<file path="src/rtl/burst_pkg.sv">
package burst_pkg;
  typedef enum logic [2:0] {
    LEN_1    = 3'd0,
    LEN_2    = 3'd1,
    LEN_4    = 3'd2,
    LEN_8    = 3'd3,
    LEN_PAGE = 3'd4
  } len_code_e;

  typedef enum logic {
    ORD_SEQ = 1'b0,
    ORD_ILV = 1'b1
  } order_e;
endpackage

</file>
<file path="src/rtl/burst_addr_gen.sv">
module burst_addr_gen #(
  parameter int COL_W = 8
) (
  input  logic [COL_W-1:0] base_i,
  input  logic [COL_W-1:0] beat_i,
  input  logic [COL_W-1:0] mask_i,
  input  logic             ilv_i,
  output logic [COL_W-1:0] col_o
);
  logic [COL_W-1:0] low_seq;
  logic [COL_W-1:0] low_ilv;

  always_comb begin
    low_seq = (base_i + beat_i) & mask_i;
    low_ilv = (base_i ^ beat_i) & mask_i;
    col_o   = (base_i & ~mask_i) | (ilv_i ? low_ilv : low_seq);
  end
endmodule

</file>
<file path="src/rtl/burst_seq_ctrl.sv">
module burst_seq_ctrl
  import burst_pkg::*;
#(
  parameter int COL_W = 8,
  parameter int LEN_W = 3
) (
  input  logic             clk,
  input  logic             rst_n,
  input  logic             cmd_i,
  input  logic [COL_W-1:0] cmd_col_i,
  input  logic [LEN_W-1:0] len_code_i,
  input  logic             order_i,
  input  logic             cmd_rd_i,
  input  logic             cmd_ap_i,
  input  logic             stop_i,
  output logic             active_o,
  output logic [COL_W-1:0] beat_o,
  output logic [COL_W-1:0] base_o,
  output logic [COL_W-1:0] mask_o,
  output logic             ilv_o,
  output logic             rd_o,
  output logic             ap_o,
  output logic             last_o
);
  localparam int MAX_CODE = 3;

  logic             active_q, active_d;
  logic [COL_W-1:0] beat_q, beat_d;
  logic [COL_W-1:0] base_q, mask_q, mask_new;
  logic             full_q, full_new;
  logic             ilv_q, rd_q, ap_q;
  logic             cfg_en, beat_en;

  // decode the length code into a mask over the low column bits
  always_comb begin
    full_new = (int'(len_code_i) > MAX_CODE);
    mask_new = '1;
    if (!full_new) mask_new = COL_W'((1 << len_code_i) - 1);
  end

  assign last_o = active_q & ~full_q & (beat_q == mask_q);

  always_comb begin
    active_d = active_q;
    beat_d   = beat_q;
    if (cmd_i) begin
      active_d = 1'b1;
      beat_d   = '0;
    end else if (active_q) begin
      if (stop_i || last_o) active_d = 1'b0;
      else                  beat_d   = beat_q + 1'b1;
    end
  end

  assign cfg_en  = cmd_i;
  assign beat_en = cmd_i | active_q;

  always_ff @(posedge clk or negedge rst_n) begin
    if (!rst_n) begin
      active_q <= 1'b0;
      beat_q   <= '0;
    end else begin
      active_q <= active_d;
      if (beat_en) beat_q <= beat_d;
    end
  end

  always_ff @(posedge clk or negedge rst_n) begin
    if (!rst_n) begin
      base_q <= '0;
      mask_q <= '0;
      full_q <= 1'b0;
      ilv_q  <= 1'b0;
      rd_q   <= 1'b0;
      ap_q   <= 1'b0;
    end else if (cfg_en) begin
      base_q <= cmd_col_i;
      mask_q <= mask_new;
      full_q <= full_new;
      ilv_q  <= (order_i == ORD_ILV);
      rd_q   <= cmd_rd_i;
      ap_q   <= cmd_ap_i;
    end
  end

  assign active_o = active_q;
  assign beat_o   = beat_q;
  assign base_o   = base_q;
  assign mask_o   = mask_q;
  assign ilv_o    = ilv_q;
  assign rd_o     = rd_q;
  assign ap_o     = ap_q;
endmodule

</file>
<file path="src/rtl/read_lat_pipe.sv">
module read_lat_pipe #(
  parameter int MAX_LAT = 3,
  parameter int SEL_W   = 2
) (
  input  logic             clk,
  input  logic             rst_n,
  input  logic             in_i,
  input  logic [SEL_W-1:0] lat_i,
  output logic             out_o
);
  logic [MAX_LAT-1:0] pipe_q, pipe_d;
  int                 tap;

  for (genvar g = 0; g < MAX_LAT; g++) begin : g_stage
    if (g == 0) begin : g_head
      assign pipe_d[g] = in_i;
    end else begin : g_body
      assign pipe_d[g] = pipe_q[g-1];
    end
  end

  always_ff @(posedge clk or negedge rst_n) begin
    if (!rst_n) pipe_q <= '0;
    else        pipe_q <= pipe_d;
  end

  always_comb begin
    tap = int'(lat_i);
    if (tap < 1)       tap = 1;
    if (tap > MAX_LAT) tap = MAX_LAT;
    out_o = pipe_q[tap-1];
  end
endmodule

</file>
<file path="src/rtl/burst_colgen.sv">
module burst_colgen #(
  parameter int COL_W   = 8,
  parameter int LEN_W   = 3,
  parameter int MAX_LAT = 3,
  parameter int LAT_W   = 2
) (
  input  logic             clk,
  input  logic             rst_n,
  input  logic             cmd_i,
  input  logic [COL_W-1:0] cmd_col_i,
  input  logic [LEN_W-1:0] len_code_i,
  input  logic             order_i,
  input  logic             cmd_rd_i,
  input  logic             cmd_ap_i,
  input  logic             stop_i,
  input  logic [LAT_W-1:0] lat_i,
  output logic [COL_W-1:0] col_o,
  output logic             col_valid_o,
  output logic             last_o,
  output logic             precharge_o,
  output logic             rd_valid_o
);
  logic             active;
  logic [COL_W-1:0] beat, base, mask;
  logic             ilv, rd, ap, last;
  logic             pc_q, pc_d;

  burst_seq_ctrl #(.COL_W(COL_W), .LEN_W(LEN_W)) i_ctrl (
    .clk        (clk),
    .rst_n      (rst_n),
    .cmd_i      (cmd_i),
    .cmd_col_i  (cmd_col_i),
    .len_code_i (len_code_i),
    .order_i    (order_i),
    .cmd_rd_i   (cmd_rd_i),
    .cmd_ap_i   (cmd_ap_i),
    .stop_i     (stop_i),
    .active_o   (active),
    .beat_o     (beat),
    .base_o     (base),
    .mask_o     (mask),
    .ilv_o      (ilv),
    .rd_o       (rd),
    .ap_o       (ap),
    .last_o     (last)
  );

  burst_addr_gen #(.COL_W(COL_W)) i_addr (
    .base_i (base),
    .beat_i (beat),
    .mask_i (mask),
    .ilv_i  (ilv),
    .col_o  (col_o)
  );

  read_lat_pipe #(.MAX_LAT(MAX_LAT), .SEL_W(LAT_W)) i_rdlat (
    .clk   (clk),
    .rst_n (rst_n),
    .in_i  (active & rd),
    .lat_i (lat_i),
    .out_o (rd_valid_o)
  );

  assign pc_d = last & ap & ~cmd_i;

  always_ff @(posedge clk or negedge rst_n) begin
    if (!rst_n) pc_q <= 1'b0;
    else        pc_q <= pc_d;
  end

  assign col_valid_o = active;
  assign last_o      = last;
  assign precharge_o = pc_q;
endmodule

</file>
<file path="config.mk">
export PLATFORM = sky130hd
export DESIGN_NAME = burst_colgen
export DESIGN_NICKNAME = d
export VERILOG_FILES = /design/src/rtl/burst_pkg.sv /design/src/rtl/burst_addr_gen.sv /design/src/rtl/burst_seq_ctrl.sv /design/src/rtl/read_lat_pipe.sv /design/src/rtl/burst_colgen.sv
export SDC_FILE = /design/constraint.sdc
export NUM_CORES = 1
export LEC_CHECK = 0
export BUFFER_PORTS_ARGS = -buffer_cell sky130_fd_sc_hd__buf_4
export CORE_AREA = 2 2 90 92
export CTS_CLUSTER_DIAMETER = 120
export DETAILED_ROUTE_END_ITERATION = 12
export DIE_AREA = 0 0 92 94
export PLACE_DENSITY = 0.42
export SYNTH_ARGS = -nofsm -noshare
export SYNTH_HDL_FRONTEND = slang
export SYNTH_HIERARCHICAL = 1
export SYNTH_SLANG_ARGS = --single-unit
</file>
<file path="constraint.sdc">
create_clock -name clk -period 6 [get_ports clk]
set_clock_uncertainty 0.1 [all_clocks]
set_input_delay 0.3 -clock clk [delete_from_list [all_inputs] [get_ports clk]]
set_output_delay 0.3 -clock clk [all_outputs]
set_load 0.01 [all_outputs]
</file>
Word level (Yosys, flattened, before mapping)
Cells that the tools add are included.

operators by class
  $add $sub $neg = 4
  multiply operators = 0
  divide/modulo/power cells = 0
  $lt $le $gt $ge = 4
  equality and inequality tests = 2
  shift-type cells = 1
  multiplexer cells = 13
  bitwise gates (word level) = 14
  reduce and logical (&&, ||, !) cells = 3

operators with widths
  kind                                                            number
  2-to-1 mux 8 bit                                                5
  greater-than comparator 32 x 3 -> 1 bit, second input constant  1
  < comparator 32 x 4 -> 1 bit, second input constant             1
  2-to-1 mux 32 bit                                               1
  subtractor 32 x 2 -> 32 bit, second input constant              1
  bitwise AND 8 bit                                               3
  adder 8 x 1 -> 8 bit, second input constant                     1
  adder 8 bit                                                     1
  equality test 8 bit                                             1
  NOT 8 bit                                                       1
  OR 8 bit                                                        1
  << shifter 1 x 3 -> 8 bit, first input constant                 1
  subtractor 8 x 2 -> 8 bit, second input constant                1
  bitwise XOR 8 bit                                               1
  bitwise AND 1 bit                                               5
  2-to-1 mux 1 bit                                                5
  greater-than comparator 3 x 2 -> 1 bit, second input constant   1
  AND reduction 3 bit                                             1
  binary-select mux 1 bit (select 2 bit)                          1
  < comparator 2 x 1 -> 1 bit, second input constant              1
  2-to-1 mux 2 bit                                                1
  != test 2 bit, second input constant                            1
  NOT 1 bit                                                       2
  nonzero test 2 bit                                              1
  2 further kinds                                                 2

word-level totals
  bits in registers = 33
  latch bits = 0
  RAM bits = 0
  ROM bits = 0
  input bits = 20
  output and inout bits = 12
  word-level logic and storage cells = 51
  memories = 0

Longest topological paths before layout
  depth in word-level cells = 8
  mapped depth = 8
  depth with buffers taken out = 8

Modules after synthesis
Netlist, hierarchy kept.

modules (own cells, without submodules)
  module          instances  cells each  area each (um^2)  seq. area each (um^2)
  burst_seq_ctrl  1          119         1321.3            725.7
  burst_addr_gen  1          61          420.4             0.0
  read_lat_pipe   1          6           93.8              75.1
  burst_colgen    1          3           40.0              25.0

Worst setup path after synthesis
Ideal clock, no wire load.

  path kind = register -> output
  start = register i_ctrl.beat_q[0], in the netlist i_ctrl/beat_o[0]
  end = output col_o[6]
  arrival = 2069 ps
  required time = 5600 ps
  slack = 3531 ps
  cell stages (with the launch flop) = 9
  path buffers = 0
  cell sequence = dfrtp_1 > ha_1 > inv_1 > fa_1 > or2b_1 > a211oi_1 > a31oi_1 > xnor2_1 > mux2_2

on the way
  longest elaborated chain between the ends = 4

RTL lines
  element                 line                  text
  from (decl)             burst_seq_ctrl.sv:28  logic [COL_W-1:0] beat_q, beat_d;
  from (signal assigned)  burst_seq_ctrl.sv:64  if (beat_en) beat_q <= beat_d;
  adder 8 bit             burst_addr_gen.sv:14  low_seq = (base_i + beat_i) & mask_i;
  bitwise AND 8 bit       burst_addr_gen.sv:14
  2-to-1 mux 8 bit        burst_addr_gen.sv:16  col_o = (base_i & ~mask_i) | (ilv_i ? low_ilv : low_seq);
  OR 8 bit                burst_addr_gen.sv:16
  to (decl)               burst_colgen.sv:17    output logic [COL_W-1:0] col_o,

No other way between the ends.

Final worst setup path
Ends and elaborated chain as after synthesis.

==> metrics <==
port buffer count 31; Post-synth ARST share 100%; final period utilization 50.9%; CP max-delay cell dfrtp_1; pre-CTS setup slack 3.24 ns; WHS roughly 0.14 ns; P&R area growth vs syn 23.7%; sequential-to-total area share from yosys stat 44.0%; Cell Area, Synth approximately 0.0019 mm²; Clock Tree Buf Depth 2; Post-CTS Setup Inserts 0; DRC viols 0; min cycle time layout 3.05 ns; Final Hold Fails 0; Cell Pwr Density between 200 and 250 mW/mm²; Core Footprint 0.00761 mm²; Pins Over Slew Limit 0; Slew HR 70.2%; CTS tree yes; RD Place Congestion 0.707; synth top area cells dfrtp_1, mux2_2, ha_1; Crit Path Max Fanout 5; via count between 1000 and 1500; ant diodes 0; CTS root buffer clkbuf_8; worst hold path class primary input to flop; nets@finish between 200 and 300; share of the synthesized area in the top cell type 44.0%; Worst-path clk slew approximately 0.070 ns; worst skew pair latency 0.28 ns; Die W 92 µm; RSZ-0062 raised after global routing no; Worst setup SP type flop; Yosys warnings 6; WP data arrival ~2.7 ns; FMAX 327 MHz; final wirelength 4.20 mm; antenna viol nets, final 0; element type at the critical path end output pin; Gate Count Post-Synth between 150 and 200; synth unique cells 40; Slew @ Worst Pin 0.447 ns; Core Rows 32; largest net degree at the start of global routing 35; Starting DRT DRC Count 57; critical path type flop to output pin; post-route setup TNS 0 ns; CP required 5.60 ns; worst-path cell chain ha_1, inv_1, fa_1, or2b_1, a211oi_1, a31oi_1, xnor2_1, mux2_2, buf_4; Leak 1.01 nW; Yosys reg bits 33; Die ar. 0.00865 mm²; post_cts resized 0; Post-Syn Area per Cell between 9 and 10 µm²; worst setup margin just under 3 ns; overall power ~0.00057 W; antenna violations before repair 0; Synth area leader dfrtp_1; CTS Buf Count 5; syn nets 218; status completed; GRT Util Overall 10.3%; final setup vio count 0; total gr overflow 0; DR WL/cell 13.0 µm; max cap viols 0; Initial DRT Pass Iterations 4; CP bufs+invs 2; crit-path leading delay family adder cells; drt via density 4.38; main flop type after synthesis dfrtp_1; Ports 32; first-pass GRT wire length approximately 7 mm; H-Tree Depth 2; vias in the first global route roughly 1400; peak supply drop 76.4 µV; die height 94 µm; CTS Hold Buffers Added 1; initial core utilization 24.7%; CTS Sinks 33; number of synthesized flops with an enable pin 0; post-DP HPWL 2.95 mm; worst stage delay on the critical path 0.44 ns; layout cells sized above 1 between 20% and 30%
registers in the layout, indices dropped and copies added (netlist names), 3 cells and up:
register,cells
i_ctrl/base_o,8
i_rdlat/pipe_q,3
i_ctrl/mask_o,8
i_ctrl/beat_o,8
worst paths after layout:
kind | from | to | slack (ns) | cells past startpoint
setup / recovery | i_ctrl/beat_o[0] | col_o[6] | 2.95 | 9
max in group asynchronous | rst_n | i_ctrl/beat_o[0] | 5.07 | 2
setup reg to reg | i_ctrl/beat_o[3] | i_ctrl/beat_o[6] | 4.12 | 5
min in group asynchronous | rst_n | i_rdlat/pipe_q[1] | 0.40 | 2
hold / removal | cmd_col_i[4] | i_ctrl/base_o[4] | 0.14 | 2
hold reg to reg | i_rdlat/pipe_q[0] | i_rdlat/pipe_q[1] | 0.28 | 0
worst register-to-register path, cell delays in order (launching register included):
cell and delay [ns]:
dfrtp_1 0.50, xor2_1 0.25, nor3b_1 0.08, and3_4 0.22, or4_1 0.50, a21oi_1 0.16
synthesized netlist by cell type (all sizes together), types with 3 or more instances:
cell    number
and3         3
mux2        13
nor3         3
clkbuf       4
dfrtp       33
buf          3
ha           8
o31ai        3
nor2        17
o21ai       13
or3          4
nor3b        3
inv         10
a31oi        3
nand2       10
xnor2        5
xor2         8
a21oi       18
or4          4
layer usage:
layer / GRT usage, % / routed length [µm] / up-vias
met4: 4.48 / 69 / 0
met5: 0 / 0 / -
met3: 2.33 / 198 / 6
li1: - / - / 732
met2: 15.1 / 1860 / 28
met1: 14.5 / 2080 / 653
power by group:
part	switching [W]	internal, W
registers	0.0000176	0.000239
logic	0.0000474	0.0000519
clock network	0.0000829	0.000135
total	0.000148	0.000426
metrics by stage:
step	instance area, µm²	std cells	util (%)
after CTS	2320	324	30.5
final	2320	324	30.5
after detailed placement	2190	315	28.8
after floorplan	1880	189	-
after global placement	2190	315	28.8
after global routing	2320	324	30.5
placed cells by master (no fill, tap or decap), types with 2 or more instances in the layout:
master    Yosys  layout
nor4_1        2       2
nor3_1        3       3
or3_2         4       4
or4_1         4       4
nand3_1       2       2
mux2_2       13      13
ha_1          8       8
o21ai_0      12      12
nor2_1       17      17
and3_1        2       2
xnor2_1       5       5
nor2b_1       2       2
a31oi_1       3       3
nand2_1      10      10
dfrtp_1      33      33
nand4_1       2       2
clkbuf_8      0       6
o31ai_1       3       3
buf_4         2      31
xor2_1        8       8
nor3b_1       3       3
a211oi_1      2       2
a21oi_1      18      18
mux2i_1       2       2
inv_1        10      10
final cells by class:
class | count | area, µm²
Clock inverter | 1 | 30.0
Sequential cell | 33 | 826
Tap cell | 102 | 128
Multi-Input combinational cell | 139 | 971
Clock buffer | 7 | 86.3
Fill cell | 827 | 5290
Timing Repair Buffer | 32 | 243
Inverter | 10 | 37.5
kinds of logic after synthesis:
group,Yosys count,share of synthesized area [%]
AO/OA/AOI/OAI,44,13.5
XOR/XNOR,13,6.07
adder cells (fa/ha/maj),9,6.40
buffers and inverters,17,4.20
flip-flops,33,44.0
multiplexers,15,8.87
AND/OR/NAND/NOR,58,16.9
Power figures use the tool's default switching activity.
